## src/rtl/qxr_pkg.sv

```systemverilog
package qxr_pkg;

  typedef enum logic [2:0] {
    ST_IDLE,
    ST_CMD,
    ST_ADDR,
    ST_DUMMY,
    ST_DATA,
    ST_DONE
  } qxrState_e;

  // Purpose of the current chip-select window
  typedef enum logic [1:0] {
    TK_ENTRY,
    TK_READ,
    TK_EXIT
  } qxrKind_e;

  // Control-to-datapath strobes and phase levels
  typedef struct packed {
    logic latchReq;   // capture the bus address
    logic loadFrame;  // load instruction and address/mode shifters
    logic zeroAddr;   // frame carries address 0
    logic keepMode;   // frame carries the continue mode byte
    logic shiftCmd;   // advance instruction shifter
    logic shiftAddr;  // advance address/mode shifter
    logic capture;    // sample one data nibble
    logic publish;    // move assembled word to the response register
    logic driveCmd;   // single-line instruction phase
    logic driveQuad;  // four-line address phase
  } qxrStrobe_t;

endpackage

```

## src/rtl/qxr_ctrl.sv

```systemverilog
module qxr_ctrl
  import qxr_pkg::*;
#(
  parameter int HALF_DIV  = 2,
  parameter int CMD_CYC   = 8,
  parameter int ADDR_CYC  = 8,
  parameter int DUMMY_CYC = 4,
  parameter int DATA_CYC  = 8
) (
  input  logic       clk,
  input  logic       rstN,
  input  logic       reqValid,
  input  logic       exitReq,
  output logic       reqReady,
  output logic       rspValid,
  output logic       sclk,
  output logic       csN,
  output logic       contActive,
  output qxrStrobe_t strobe
);

  localparam int DIV_W = (HALF_DIV > 1) ? $clog2(HALF_DIV) : 1;
  localparam int CNT_W = $clog2(CMD_CYC + ADDR_CYC + DUMMY_CYC + DATA_CYC + 1);

  qxrState_e       state;
  qxrKind_e        kind;
  logic [DIV_W-1:0] divCnt;
  logic [CNT_W-1:0] bitCnt;
  logic             sclkQ;
  logic             contQ;
  logic             rspValidQ;

  logic             active;
  logic             tick;
  logic             riseEv;
  logic             fallEv;
  logic [CNT_W-1:0] phaseLen;
  logic             lastCyc;
  logic             takeExit;
  logic             takeReq;
  logic             entryDone;

  always_comb begin
    active    = (state == ST_CMD) || (state == ST_ADDR) ||
                (state == ST_DUMMY) || (state == ST_DATA);
    tick      = active && (divCnt == DIV_W'(HALF_DIV - 1));
    riseEv    = tick && !sclkQ;
    fallEv    = tick && sclkQ;
    unique case (state)
      ST_CMD:   phaseLen = CNT_W'(CMD_CYC);
      ST_ADDR:  phaseLen = CNT_W'(ADDR_CYC);
      ST_DUMMY: phaseLen = CNT_W'(DUMMY_CYC);
      ST_DATA:  phaseLen = CNT_W'(DATA_CYC);
      default:  phaseLen = CNT_W'(1);
    endcase
    lastCyc   = (bitCnt == phaseLen - CNT_W'(1));
    takeExit  = (state == ST_IDLE) && exitReq && contQ;
    takeReq   = (state == ST_IDLE) && reqValid && !takeExit;
    entryDone = (state == ST_DONE) && (kind == TK_ENTRY);
  end

  always_comb begin
    strobe.latchReq  = takeReq;
    strobe.loadFrame = takeReq || takeExit || entryDone;
    strobe.zeroAddr  = takeExit || (takeReq && !contQ);
    strobe.keepMode  = !takeExit;
    strobe.shiftCmd  = fallEv && (state == ST_CMD);
    strobe.shiftAddr = fallEv && (state == ST_ADDR);
    strobe.capture   = riseEv && (state == ST_DATA);
    strobe.publish   = (state == ST_DONE) && (kind == TK_READ);
    strobe.driveCmd  = (state == ST_CMD);
    strobe.driveQuad = (state == ST_ADDR);
  end

  always_ff @(posedge clk or negedge rstN) begin
    if (!rstN) begin
      state     <= ST_IDLE;
      kind      <= TK_READ;
      divCnt    <= '0;
      bitCnt    <= '0;
      sclkQ     <= 1'b0;
      contQ     <= 1'b0;
      rspValidQ <= 1'b0;
    end else begin
      rspValidQ <= (state == ST_DONE) && (kind == TK_READ);
      unique case (state)
        ST_IDLE: begin
          divCnt <= '0;
          bitCnt <= '0;
          sclkQ  <= 1'b0;
          if (takeExit) begin
            state <= ST_ADDR;
            kind  <= TK_EXIT;
          end else if (takeReq) begin
            state <= contQ ? ST_ADDR : ST_CMD;
            kind  <= contQ ? TK_READ : TK_ENTRY;
          end
        end
        ST_DONE: begin
          divCnt <= '0;
          bitCnt <= '0;
          sclkQ  <= 1'b0;
          unique case (kind)
            TK_ENTRY: begin
              contQ <= 1'b1;
              kind  <= TK_READ;
              state <= ST_ADDR;
            end
            TK_EXIT: begin
              contQ <= 1'b0;
              state <= ST_IDLE;
            end
            default: state <= ST_IDLE;
          endcase
        end
        default: begin
          divCnt <= tick ? '0 : divCnt + DIV_W'(1);
          if (riseEv) sclkQ <= 1'b1;
          if (fallEv) begin
            sclkQ <= 1'b0;
            if (lastCyc) begin
              bitCnt <= '0;
              unique case (state)
                ST_CMD:   state <= ST_ADDR;
                ST_ADDR:  state <= ST_DUMMY;
                ST_DUMMY: state <= ST_DATA;
                default:  state <= ST_DONE;
              endcase
            end else begin
              bitCnt <= bitCnt + CNT_W'(1);
            end
          end
        end
      endcase
    end
  end

  assign reqReady   = (state == ST_IDLE) && !(exitReq && contQ);
  assign rspValid   = rspValidQ;
  assign sclk       = sclkQ;
  assign csN        = !active;
  assign contActive = contQ;

endmodule

```

## src/rtl/qxr_datapath.sv

```systemverilog
module qxr_datapath
  import qxr_pkg::*;
#(
  parameter int         ADDR_W    = 24,
  parameter int         DATA_W    = 32,
  parameter logic [7:0] CMD_CODE  = 8'hEB,
  parameter logic [7:0] MODE_KEEP = 8'hA0,
  parameter logic [7:0] MODE_EXIT = 8'h00
) (
  input  logic              clk,
  input  logic              rstN,
  input  qxrStrobe_t        strobe,
  input  logic [ADDR_W-1:0] reqAddr,
  input  logic [3:0]        ioIn,
  output logic [3:0]        ioOut,
  output logic [3:0]        ioOe,
  output logic [DATA_W-1:0] rspData
);

  localparam int FRAME_W = ADDR_W + 8;
  localparam int BYTES   = DATA_W / 8;

  logic [ADDR_W-1:0]  addrReg;
  logic [7:0]         cmdSh;
  logic [FRAME_W-1:0] frameSh;
  logic [DATA_W-1:0]  rawSh;
  logic [DATA_W-1:0]  swapped;
  logic [DATA_W-1:0]  rspQ;
  logic [ADDR_W-1:0]  srcAddr;
  logic [FRAME_W-1:0] frameVal;

  assign srcAddr  = strobe.latchReq ? reqAddr : addrReg;
  assign frameVal = {strobe.zeroAddr ? {ADDR_W{1'b0}} : srcAddr,
                     strobe.keepMode ? MODE_KEEP : MODE_EXIT};

  // First received byte ends up in the least significant position
  for (genvar b = 0; b < BYTES; b++) begin : g_swap
    assign swapped[8*b +: 8] = rawSh[DATA_W-8-8*b +: 8];
  end

  always_ff @(posedge clk or negedge rstN) begin
    if (!rstN) begin
      addrReg <= '0;
      cmdSh   <= '0;
      frameSh <= '0;
      rawSh   <= '0;
      rspQ    <= '0;
    end else begin
      if (strobe.latchReq) addrReg <= reqAddr;
      if (strobe.loadFrame) begin
        cmdSh   <= CMD_CODE;
        frameSh <= frameVal;
      end else begin
        if (strobe.shiftCmd)  cmdSh   <= {cmdSh[6:0], 1'b0};
        if (strobe.shiftAddr) frameSh <= {frameSh[FRAME_W-5:0], 4'b0000};
      end
      if (strobe.capture) rawSh <= {rawSh[DATA_W-5:0], ioIn};
      if (strobe.publish) rspQ  <= swapped;
    end
  end

  always_comb begin
    if (strobe.driveCmd) begin
      ioOut = {3'b000, cmdSh[7]};
      ioOe  = 4'b0001;
    end else if (strobe.driveQuad) begin
      ioOut = frameSh[FRAME_W-1 -: 4];
      ioOe  = 4'b1111;
    end else begin
      ioOut = 4'b0000;
      ioOe  = 4'b0000;
    end
  end

  assign rspData = rspQ;

endmodule

```

## src/rtl/quad_xip_reader.sv

```systemverilog
module quad_xip_reader
  import qxr_pkg::*;
#(
  parameter int         ADDR_W    = 24,
  parameter int         DATA_W    = 32,
  parameter int         HALF_DIV  = 2,
  parameter int         DUMMY_CYC = 4,
  parameter logic [7:0] CMD_CODE  = 8'hEB,
  parameter logic [7:0] MODE_KEEP = 8'hA0,
  parameter logic [7:0] MODE_EXIT = 8'h00
) (
  input  logic              clk,
  input  logic              rstN,
  input  logic              reqValid,
  input  logic [ADDR_W-1:0] reqAddr,
  input  logic              exitReq,
  output logic              reqReady,
  output logic              rspValid,
  output logic [DATA_W-1:0] rspData,
  output logic              sclk,
  output logic              csN,
  output logic [3:0]        ioOut,
  output logic [3:0]        ioOe,
  input  logic [3:0]        ioIn
);

  localparam int ADDR_CYC = (ADDR_W + 8) / 4;
  localparam int DATA_CYC = DATA_W / 4;

  qxrStrobe_t strobe;
  logic       contActive;

  qxr_ctrl #(
    .HALF_DIV (HALF_DIV),
    .CMD_CYC  (8),
    .ADDR_CYC (ADDR_CYC),
    .DUMMY_CYC(DUMMY_CYC),
    .DATA_CYC (DATA_CYC)
  ) u_ctrl (
    .clk       (clk),
    .rstN      (rstN),
    .reqValid  (reqValid),
    .exitReq   (exitReq),
    .reqReady  (reqReady),
    .rspValid  (rspValid),
    .sclk      (sclk),
    .csN       (csN),
    .contActive(contActive),
    .strobe    (strobe)
  );

  qxr_datapath #(
    .ADDR_W   (ADDR_W),
    .DATA_W   (DATA_W),
    .CMD_CODE (CMD_CODE),
    .MODE_KEEP(MODE_KEEP),
    .MODE_EXIT(MODE_EXIT)
  ) u_dp (
    .clk    (clk),
    .rstN   (rstN),
    .strobe (strobe),
    .reqAddr(reqAddr),
    .ioIn   (ioIn),
    .ioOut  (ioOut),
    .ioOe   (ioOe),
    .rspData(rspData)
  );

endmodule

```

## config.mk

```make
export PLATFORM = sky130hd
export DESIGN_NAME = quad_xip_reader
export DESIGN_NICKNAME = d
export VERILOG_FILES = /design/src/rtl/qxr_pkg.sv /design/src/rtl/qxr_ctrl.sv /design/src/rtl/qxr_datapath.sv /design/src/rtl/quad_xip_reader.sv
export SDC_FILE = /design/constraint.sdc
export NUM_CORES = 1
export LEC_CHECK = 0
export BUFFER_PORTS_ARGS = -buffer_cell sky130_fd_sc_hd__buf_2
export CORE_MARGIN = 4
export CORE_UTILIZATION = 64
export CTS_BUF_LIST = sky130_fd_sc_hd__clkbuf_8
export CTS_CLUSTER_SIZE = 20
export DETAILED_ROUTE_END_ITERATION = 10
export GPL_ROUTABILITY_DRIVEN = 0
export PLACE_DENSITY_LB_ADDON = 0.1
export SYNTH_ARGS = -nofsm -noshare
export SYNTH_HDL_FRONTEND = slang
export SYNTH_SLANG_ARGS = --single-unit
```

## constraint.sdc

```tcl
create_clock -name clk -period 4.74 [get_ports clk]
set_clock_uncertainty 0.15 [all_clocks]
set_input_delay 0.711 -clock clk [delete_from_list [all_inputs] [get_ports clk]]
set_output_delay 0.711 -clock clk [all_outputs]
set_load 0.01 [all_outputs]
```

# Yosys cells after proc, flatten, opt, wreduce, memory -nomap -nowiden
# Cells that the tools add are included.
[op_classes]
n_mux = 34
n_reduce_logical = 41
n_addsub = 3
n_eq_ne = 10
[ops]
columns = ["operator", "count"]
rows = [
  ["32-bit 2-to-1 mux", 2],
  ["24-bit 2-to-1 mux", 2],
  ["8-bit 2-to-1 mux", 3],
  ["4-bit 2-to-1 mux", 4],
  ["1-bit logical AND", 15],
  ["5-bit 2-to-1 mux", 3],
  ["3-bit 2-to-1 mux", 4],
  ["2-bit 2-to-1 mux", 5],
  ["2-bit nonzero test", 5],
  ["3-bit one-hot mux with 3 select lines", 1],
  ["3-bit nonzero test", 3],
  ["4-bit one-hot mux with 2 select lines", 1],
  ["3-bit by 2-bit equality test with 1-bit output (second input constant)", 2],
  ["3-bit equality test (second input constant)", 2],
  ["1-bit logical OR", 6],
  ["1-bit 2-to-1 mux", 6],
  ["3-bit one-hot mux with 2 select lines", 1],
  ["3-bit AND reduction", 2],
  ["5-bit by 1-bit adder with 5-bit output (second input constant)", 1],
  ["5-bit equality test", 1],
  ["1-bit logical NOT", 5],
  ["4-bit by 1-bit subtractor with 5-bit output (second input constant)", 1],
  ["2-bit one-hot mux with 2 select lines", 1],
  ["3-bit by 1-bit equality test with 1-bit output (second input constant)", 1],
  ["other kinds (11)", 11],
]
[word_totals]
input_bits = 32
out_inout_bits = 44
reg_bits = 142
wordCells = 100

# Depth between registers and ports, before layout
# Gate-level depths: netlist (run 1).
[logic_depth]
ltp_word = 9
depth_mapped = 9
depth_no_buf = 6

# Cells and area by module
# Synthesis (run 1) repeated with hierarchy kept, for this count alone.
[hier_totals]
cells_unflattened = 418
hier_area_um2 = 5957.0
[by_module_without_submodules]
columns = ["module", "area_each_um2", "seq_area_each_um2", "n_inst", "cells_each"]
rows = [
  ["qxr_datapath", 5032.3, 3027.9, 1, 306],
  ["qxr_ctrl", 924.6, 351.6, 1, 112],
]

# Least setup slack after synthesis (run 1)
# Ideal clock, no wire load.
[synth_path]
path_type = "flip-flop to output port"
startpoint = "register (tool-made name)"
endpoint = "output port ioOe[2]"
stages_incl_launch_ff = 5
arrival_ps = 1270
path_buffers = 3
path_slack_ps = 2609
required_time_ps = 3879
path_cell_list = "dfrtp_1 -> buf_6 -> buf_2 -> nor3_1 -> buf_4"
[synth_rtl]
columns = ["element", "line_no", "rtl"]
rows = [
  ["end: declaration", "quad_xip_reader.sv:23", "output logic [3:0] ioOe,"],
]

==> flow_summary.ini, run 1 <==
[clock_network]
cts.sink_count = 135
clk_pin_slew_ps = 80
clockBufferDepth = 2
hold_buffers = 0
cts-root-buf = clkbuf_8
cts_tree = built
cts_setup_buffers = 0
htreeDepth = 4
cts_resized = 0
cts_inserted_buffers = 17
insertion_delay_ps = 420

[logic_synthesis]
synth_most_common_cell = dfrtp_1
async_flop_share = 1.00
syn_area_um2 = 5810
avgSynthCellArea_um2 = 12.4
yosys-top-cells-area = dfrtp_1 (58%), mux2_2 (15%), a21oi_1 (2.6%)
synth_edf_count = 0
synth_area_leader_cell = dfrtp_1
yosys-top-cells-count = dfrtp_1 (134), mux2_2 (78), nand2_1 (38)
synth-seq-cells = 135
synth_compound_area_frac = 0.0840
synth_flop_cell = dfrtp_1
synth_fp_nets = 502
ys_seq_area_frac = 0.582
synth_xor_xnor_area_share = 0.00302
ys_types = 50
synth_top_family_by_area = multiplexers
syn-instance-count = 469
synth-simple-area-share = 0.107
synth_top_area_share = 0.577
ys_warn_count = 0
synth_fa_ha_area_frac = 0.00215
synth_mux_area_frac = 0.182

[timing]
period_share = 0.596
rsz0062_at_grt = false
relSlewSlack = 0.271
max_freq_mhz = 354
worst_slew_pin_slew_ps = 1090
finalSetupViolations = 0
finalSetupTns_ps = 0
finalHoldViolCount = 0
slew_violations = 0
min_period_ps = 2830

[worst_setup_path]
path_max_fanout = 24
setup.worst_path.class = flop to flop
cpPeakStageDelay_ps = 640
path_buf_inv = 0
path_cells = nor3_4 > nand3_2 > mux2_4 > nor2b_1 > a21oi_1 > o21ai_1
slowest_stage = nand3_2
path_delay_family = simple AND/OR/NAND/NOR gates
endpoint_kind = flop
critPathLaunchType = flop
required_ps = 4840
cp.arrival_ps = 2930

[detailed_routing]
drt_iter0_drc = 134
avgViaCountPerCell = 5.65
drt_first_pass_iters = 4
wl_per_cell_um = 16.0
num_vias = 3705
drc_errors = 0
final_antenna_net_count = 0
routed_wl_um = 10500

[grt]
grt_max_degree = 109
grt_overflow = 0
antenna_found_initial = 1
grt_pass1_wl_um = 18000
grt_pass1_vias = 3854
grtUsageTotal = 0.218

[cells_and_area]
fillers = 585
nets = 569
syn_to_final_growth_pct = 13.3
utilization = 0.750
drive_above_1_share = 0.384

[min_path]
hold_path.class = primary input to asynchronous set/reset pin

[floorplan]
rows = 34
core_um2 = 8760
die_h_um = 103
dieArea_um2 = 10700
die_w_um = 103
io_pins = 76
start_util = 0.663

[pwr]
peakVddDrop_v = 0.000203
cellPowerDensity_nw_per_um2 = 332
p_leak_nw = 3.30

[run_status]
status = finished clean

[job]
maxCapViolations = 0

[placed_design]
numPortBuffers = 75
dp_hpwl_um = 6630
-- final cells by class --
type / count / area (µm²) / area share
Clock buffer: 18 / 248 / 0.0377
Antenna cell: 1 / 2.50 / 0.000381
Multi-Input combinational cell: 293 / 2210 / 0.337
Timing Repair Buffer: 78 / 404 / 0.0615
Clock inverter: 12 / 151 / 0.0230
Sequential cell: 135 / 3380 / 0.514
Inverter: 11 / 41.3 / 0.00628
Tap cell: 108 / 135 / 0.0205
-- through the flow --
step | setup slack [ps] | cell area, µm² | hold slack, ps | power, mW | std cells
global route | 1710 | 6570 | 310 | 2.27 | 655
CTS | 1910 | 6570 | 299 | 2.21 | 655
global placement | 1960 | 6170 | 305 | 1.25 | 625
detailed placement | 1940 | 6170 | 305 | 1.25 | 625
floorplan | 2610 | 5810 | 265 | 1.21 | 469
finish | 1910 | 6580 | 243 | 2.19 | 656
-- registers in the layout, indices dropped and copies added (netlist names), named ones only --
name,cells
u_ctrl.contActive,1
u_dp.rawSh,32
u_dp.frameSh,25
u_ctrl.kind,2
u_ctrl.state,2
u_dp.addrReg,24
u_ctrl.bitCnt,5
u_dp.rspData,32
u_dp.cmdSh,8
u_ctrl.rspValid,1
u_ctrl.sclk,1
u_ctrl.divCnt,1
-- per-layer routing --
metal | global-route usage | routed length (µm)
met5 | 0 | 12
met2 | 0.346 | 5040
met4 | 0.0598 | 106
met3 | 0.0758 | 659
met1 | 0.289 | 4710
-- cell families after synthesis --
group	Yosys count
compound gates	84
xor+xnor	2
fa+ha+maj	1
buf+inv	41
flops	135
mux	91
simple gates	115
-- final timing paths --
check	to	depth (start not counted)	slack, ps	start
max	u_dp.frameSh[24]$_DFFE_PN0P_	6	1910	flop
max reg2reg	u_dp.frameSh[24]$_DFFE_PN0P_	6	1910	flop
max in group asynchronous	u_dp.addrReg[23]$_DFF_PN0_	2	3210	rstN
min reg2reg	u_ctrl.divCnt$_DFF_PN0_	1	310	u_ctrl.divCnt$_DFF_PN0_
min	u_ctrl.bitCnt[4]$_DFFE_PN0N_	1	240	rstN
min in group clk	u_ctrl.divCnt$_DFF_PN0_	1	310	u_ctrl.divCnt$_DFF_PN0_
-- power breakdown --
part	internal [mW]	switching, mW	total [mW]	leakage (nW)
clock network	0.529	0.431	0.959	0.201
logic	0.0217	0.0305	0.0522	1.34
registers	1.17	0.00978	1.17	1.76
-- cells in the final DEF (no fill, tap or decap), types with 2 or more instances in the layout --
cell	count
a22o_1	3
nand4_1	2
clkinv_2	4
nor3_1	4
o21ai_1	22
mux2_4	10
nand3_1	4
nand2b_1	3
inv_1	10
buf_2	74
clkinvlp_4	2
mux2_2	78
nor2b_1	24
inv_6	2
a31oi_1	5
bufinv_16	3
xnor2_1	2
clkbuf_8	18
dfrtp_1	134
a22oi_1	2
a21oi_1	29
and3_1	4
and2_1	3
nor2_1	18
buf_4	3
nand3_2	2
nand2_1	38
o21ai_0	9
mux2i_1	3
a21o_1	5
Power figures use the tool's default switching activity.
==> run 2, diff against run 1 <==
CORE_UTILIZATION = 54   (was 64)
clock period = 2.3 ns   (was 4.74 ns; I/O delays follow)
==> flow_summary.ini, run 2 (synthesis gave the netlist of run 1 again) <==
[run_status]
status = finished clean

[clock_network]
cts_setup_buffers = 0
cts_inserted_buffers = 17
htreeDepth = 4
insertion_delay_ps = 420
clockBufferDepth = 2
clk_pin_slew_ps = 70
cts-root-buf = clkbuf_8
cts.sink_count = 135
cts_tree = built

[worst_setup_path]
cp.arrival_ps = 2370
path_max_fanout = 16
required_ps = 2460
endpoint_kind = flop
setup.worst_path.class = flop to flop
timing.rr.start = u_ctrl.state[0]$_DFFE_PN0P_
crit_path_start = u_ctrl.state[0]$_DFFE_PN0P_
critPathLaunchType = flop
rrSetupSlack_ps = 90
cpPeakStageDelay_ps = 530
slowest_stage = dfrtp_2
path_cells = o21ai_0 > nor2b_4 > mux2_4 > and3_4 > a221o_1 > o2bb2ai_1

[detailed_routing]
drc_errors = 0
avgViaCountPerCell = 5.31
num_vias = 3780
final_antenna_net_count = 0
drt_first_pass_iters = 4
drt_iter0_drc = 168
wl_per_cell_um = 14.9
routed_wl_um = 10600

[timing]
rsz0062_at_grt = true
period_share = 0.961
fin_hold_ws_ps = 28.5
worst_slew_pin_slew_ps = 623
slew_violations = 0
max_freq_mhz = 453
relSlewSlack = 0.584
finalSetupViolations = 0
finalHoldViolCount = 0
min_period_ps = 2210
fin_ws_ps = 90.8

[placed_design]
place_ws_ps = 33.7
dp_hpwl_um = 6990
numPortBuffers = 75

[floorplan]
die_h_um = 112
core_um2 = 10400
dieArea_um2 = 12500
io_pins = 76
start_util = 0.557
die_w_um = 112
rows = 37

[grt]
grt_overflow = 0
use_met1 = 0.240
grt-busiest-layer = met2
grtUsageTotal = 0.184
antenna_found_initial = 0
met3_usage = 0.0603
grt_pass1_wl_um = 18600
grt_max_degree = 52
grt_pass1_vias = 3899
met2_usage = 0.293

[min_path]
min-delay-start = reqAddr[9]
hold_path.class = primary input to flop

[pwr]
peakVddDrop_v = 0.000532
cellPowerDensity_nw_per_um2 = 638
total_power_mw = 4.42
p_leak_nw = 3.47

[cells_and_area]
mostFrequentLayoutCells = dfrtp_1 (131), mux2_2 (78), buf_2 (74)
final_common_cell = dfrtp_1
syn_to_final_growth_pct = 19.3
drive_above_1_share = 0.384
antenna_cells = 0
fillers = 807
nets = 596

[job]
maxCapViolations = 0
-- run 2: cell count changes in the layout (fill, tap and decap cells not counted), sizes merged --
cell / delta
inv: +2
diode: -1
clkinvlp: -1
buf: +10
dlygate4sd3: +17
bufinv: -1
clkbuf: +2
-- run 2: power breakdown --
part	switching (mW)	total (mW)	internal (mW)
sequential	0.0196	2.42	2.40
combinational	0.0671	0.136	0.0692
clock	0.838	1.87	1.03
total	0.924	4.42	3.50
-- run 2: what timing repair did --
item	in CTS	in global routing
hold buffers	16	1
resized for setup	0	5
setup endpoints to repair	0	69
endpoints found under the hold margin	53	1
-- run 2: cell type report --
type / instances / area, µm² / area share
clock buffers: 20 / 275 / 0.0397
clock inverters: 12 / 111 / 0.0161
inverters: 11 / 41.3 / 0.00596
multi-input cells: 293 / 2220 / 0.321
flip-flops and latches: 135 / 3380 / 0.488
well taps: 136 / 170 / 0.0246
repair buffers: 105 / 724 / 0.105
-- run 2: stage by stage --
| step | TNS, ps | utilization | instances | instance area [µm²] |
|---|---|---|---|---|
| after floorplan | 0 | - | 469 | 5810 |
| final | 0 | 0.665 | 712 | 6930 |
| after CTS | 0 | 0.663 | 711 | 6910 |
| after global routing | -5.56 | 0.665 | 712 | 6930 |
| after global placement | 0 | 0.611 | 663 | 6360 |
| after detailed placement | 0 | 0.611 | 663 | 6360 |
-- run 2: worst paths after layout --
| check | to | cells past startpoint |
|---|---|---|
| max | u_ctrl.state[0]$_DFFE_PN0P_ | 6 |
| min | u_dp.addrReg[9]$_DFF_PN0_ | 2 |
| max reg2reg | u_ctrl.state[0]$_DFFE_PN0P_ | 6 |
| min reg2reg | u_ctrl.divCnt$_DFF_PN0_ | 1 |
| max in group asynchronous | u_dp.rspData[6]$_DFFE_PN0P_ | 3 |
| min in group asynchronous | u_ctrl.bitCnt[3]$_DFFE_PN0N_ | 2 |
-- run 2: per-layer routing --
layer  part of all wire  up-vias  routed length, µm
met1               0.44     1873               4700
met4              0.012        0                126
met5                  0        -                  0
met3              0.058       13                615
met2               0.49       73               5160
li1                   -     1821                  -
-- run 2: critical path: cells and delay by family, from the launching register on --
kind	cells	cell delay, ps
AND/OR/NAND/NOR	2	420
multiplexers	1	310
flip-flops	1	530
AO/OA/AOI/OAI	3	690
==> run 3, diff against run 2 <==
CORE_ASPECT_RATIO = 1.1   (was unset)
==> flow_summary.ini, run 3 (synthesis gave the netlist of run 1 again) <==
[timing]
rsz0062_at_grt = false
worst_slew_pin_slew_ps = 614
min_period_ps = 2150
max_freq_mhz = 465
slew_violations = 0
fin_ws_ps = 148
period_share = 0.936
finalHoldViolCount = 0
finalSetupTns_ps = 0
fin_hold_ws_ps = 30.4
relSlewSlack = 0.591
finalSetupViolations = 0

[cells_and_area]
antenna_cells = 0
final_common_cell = dfrtp_1
fin_cells = 733
drive_above_1_share = 0.390
mostFrequentLayoutCells = dfrtp_1 (132), mux2_2 (78), buf_2 (74)
syn_to_final_growth_pct = 21.1
nets = 610

[floorplan]
io_pins = 76
start_util = 0.556
die_h_um = 117
dieArea_um2 = 12500
die_w_um = 107
core_um2 = 10400
rows = 39

[clock_network]
insertion_delay_ps = 430
cts_tree = built
cts.sink_count = 135
htreeDepth = 4
cts-root-buf = clkbuf_8
cts_inserted_buffers = 17
clockBufferDepth = 2
clk_pin_slew_ps = 80

[worst_setup_path]
endpoint_kind = primary output
path_max_fanout = 11
critPathLaunchType = flop
cpPeakStageDelay_ps = 490
cp.arrival_ps = 1660
timing.rr.start = u_ctrl.state[0]$_DFFE_PN0P_
slowest_stage = dfrtp_2
required_ps = 1800
setup.worst_path.class = flop to primary output
crit_path_start = u_ctrl.state[1]$_DFFE_PN0P_
path_cells = nor2_1 > buf_4 > nand2_1 > a21oi_1 > buf_2

[detailed_routing]
drc_errors = 0
num_vias = 3794
final_antenna_net_count = 0
avgViaCountPerCell = 5.18
drt_first_pass_iters = 4
wl_per_cell_um = 14.7
drt_iter0_drc = 136
routed_wl_um = 10800

[job]
maxCapViolations = 0

[grt]
antenna_found_initial = 0
grtUsageTotal = 0.187
grt_pass1_vias = 3833
grt_pass1_wl_um = 18100
grt_max_degree = 63
grt_overflow = 0

[pwr]
p_leak_nw = 3.50
cellPowerDensity_nw_per_um2 = 625
peakVddDrop_v = 0.000450

[placed_design]
place_inst = 673
dp_hpwl_um = 7050
place_ws_ps = 134
numPortBuffers = 75

[run_status]
status = finished clean

[min_path]
hold_path.class = primary input to flop
min-delay-start = reqAddr[15]
==> run 3: critical path: cells and delay by family (launching register included) <==
family          cells  cell delay (ps)
flops               1              490
buf+inv             2              310
simple gates        2              280
compound gates      1              150
==> run 3: final cells by class <==
cell class / instances / area, µm²
clock inverters: 12 / 101
flip-flops and latches: 135 / 3380
inverters: 11 / 41.3
repair buffers: 119 / 837
well taps: 143 / 179
fillers: 847 / 3410
multi-input cells: 293 / 2210
clock buffers: 20 / 275
==> run 3: repair_timing <==
item                                    in CTS  in global routing
gates resized for setup                      1                  1
endpoints found under the setup margin       1                  5
buffers inserted                             0                  3
hold endpoints to repair                    82                  0
hold buffers                                25                  0
==> run 3: final timing paths <==
check | slack, ps | endpoint | cells past startpoint
max reg2reg | 160 | u_ctrl.state[0]$_DFFE_PN0P_ | 7
max in group asynchronous | 990 | u_dp.cmdSh[7]$_DFFE_PN0P_ | 3
max | 150 | reqReady | 5
min in group asynchronous | 290 | u_ctrl.bitCnt[3]$_DFFE_PN0N_ | 2
min reg2reg | 310 | u_ctrl.divCnt$_DFF_PN0_ | 1
min | 30 | u_dp.addrReg[15]$_DFF_PN0_ | 2
==> run 3: report_power, final <==
group	internal (mW)	switching, mW	leakage (nW)
sequential	2.40	0.0206	1.76
combinational	0.0768	0.0688	1.54
clock	0.934	0.892	0.194
total	3.41	0.981	3.50
==> run 3: per-layer routing <==
metal / track usage / wire length, µm / part of all wire / vias to the layer above
met5: 0 / 0 / 0 / -
li1: - / - / - / 1848
met4: 0.0793 / 147 / 0.014 / 0
met1: 0.228 / 4750 / 0.44 / 1865
met3: 0.0608 / 545 / 0.051 / 13
met2: 0.307 / 5330 / 0.50 / 68
==> run 3: through the flow <==
| step | cell area, µm² | utilization | total power, mW |
|---|---|---|---|
| after global placement | 6380 | 0.611 | 2.58 |
| final | 7030 | 0.673 | 4.39 |
| after CTS | 7010 | 0.671 | 4.46 |
| after detailed placement | 6380 | 0.611 | 2.59 |
| after global routing | 7030 | 0.673 | 4.58 |
| after floorplan | 5810 | - | 2.49 |
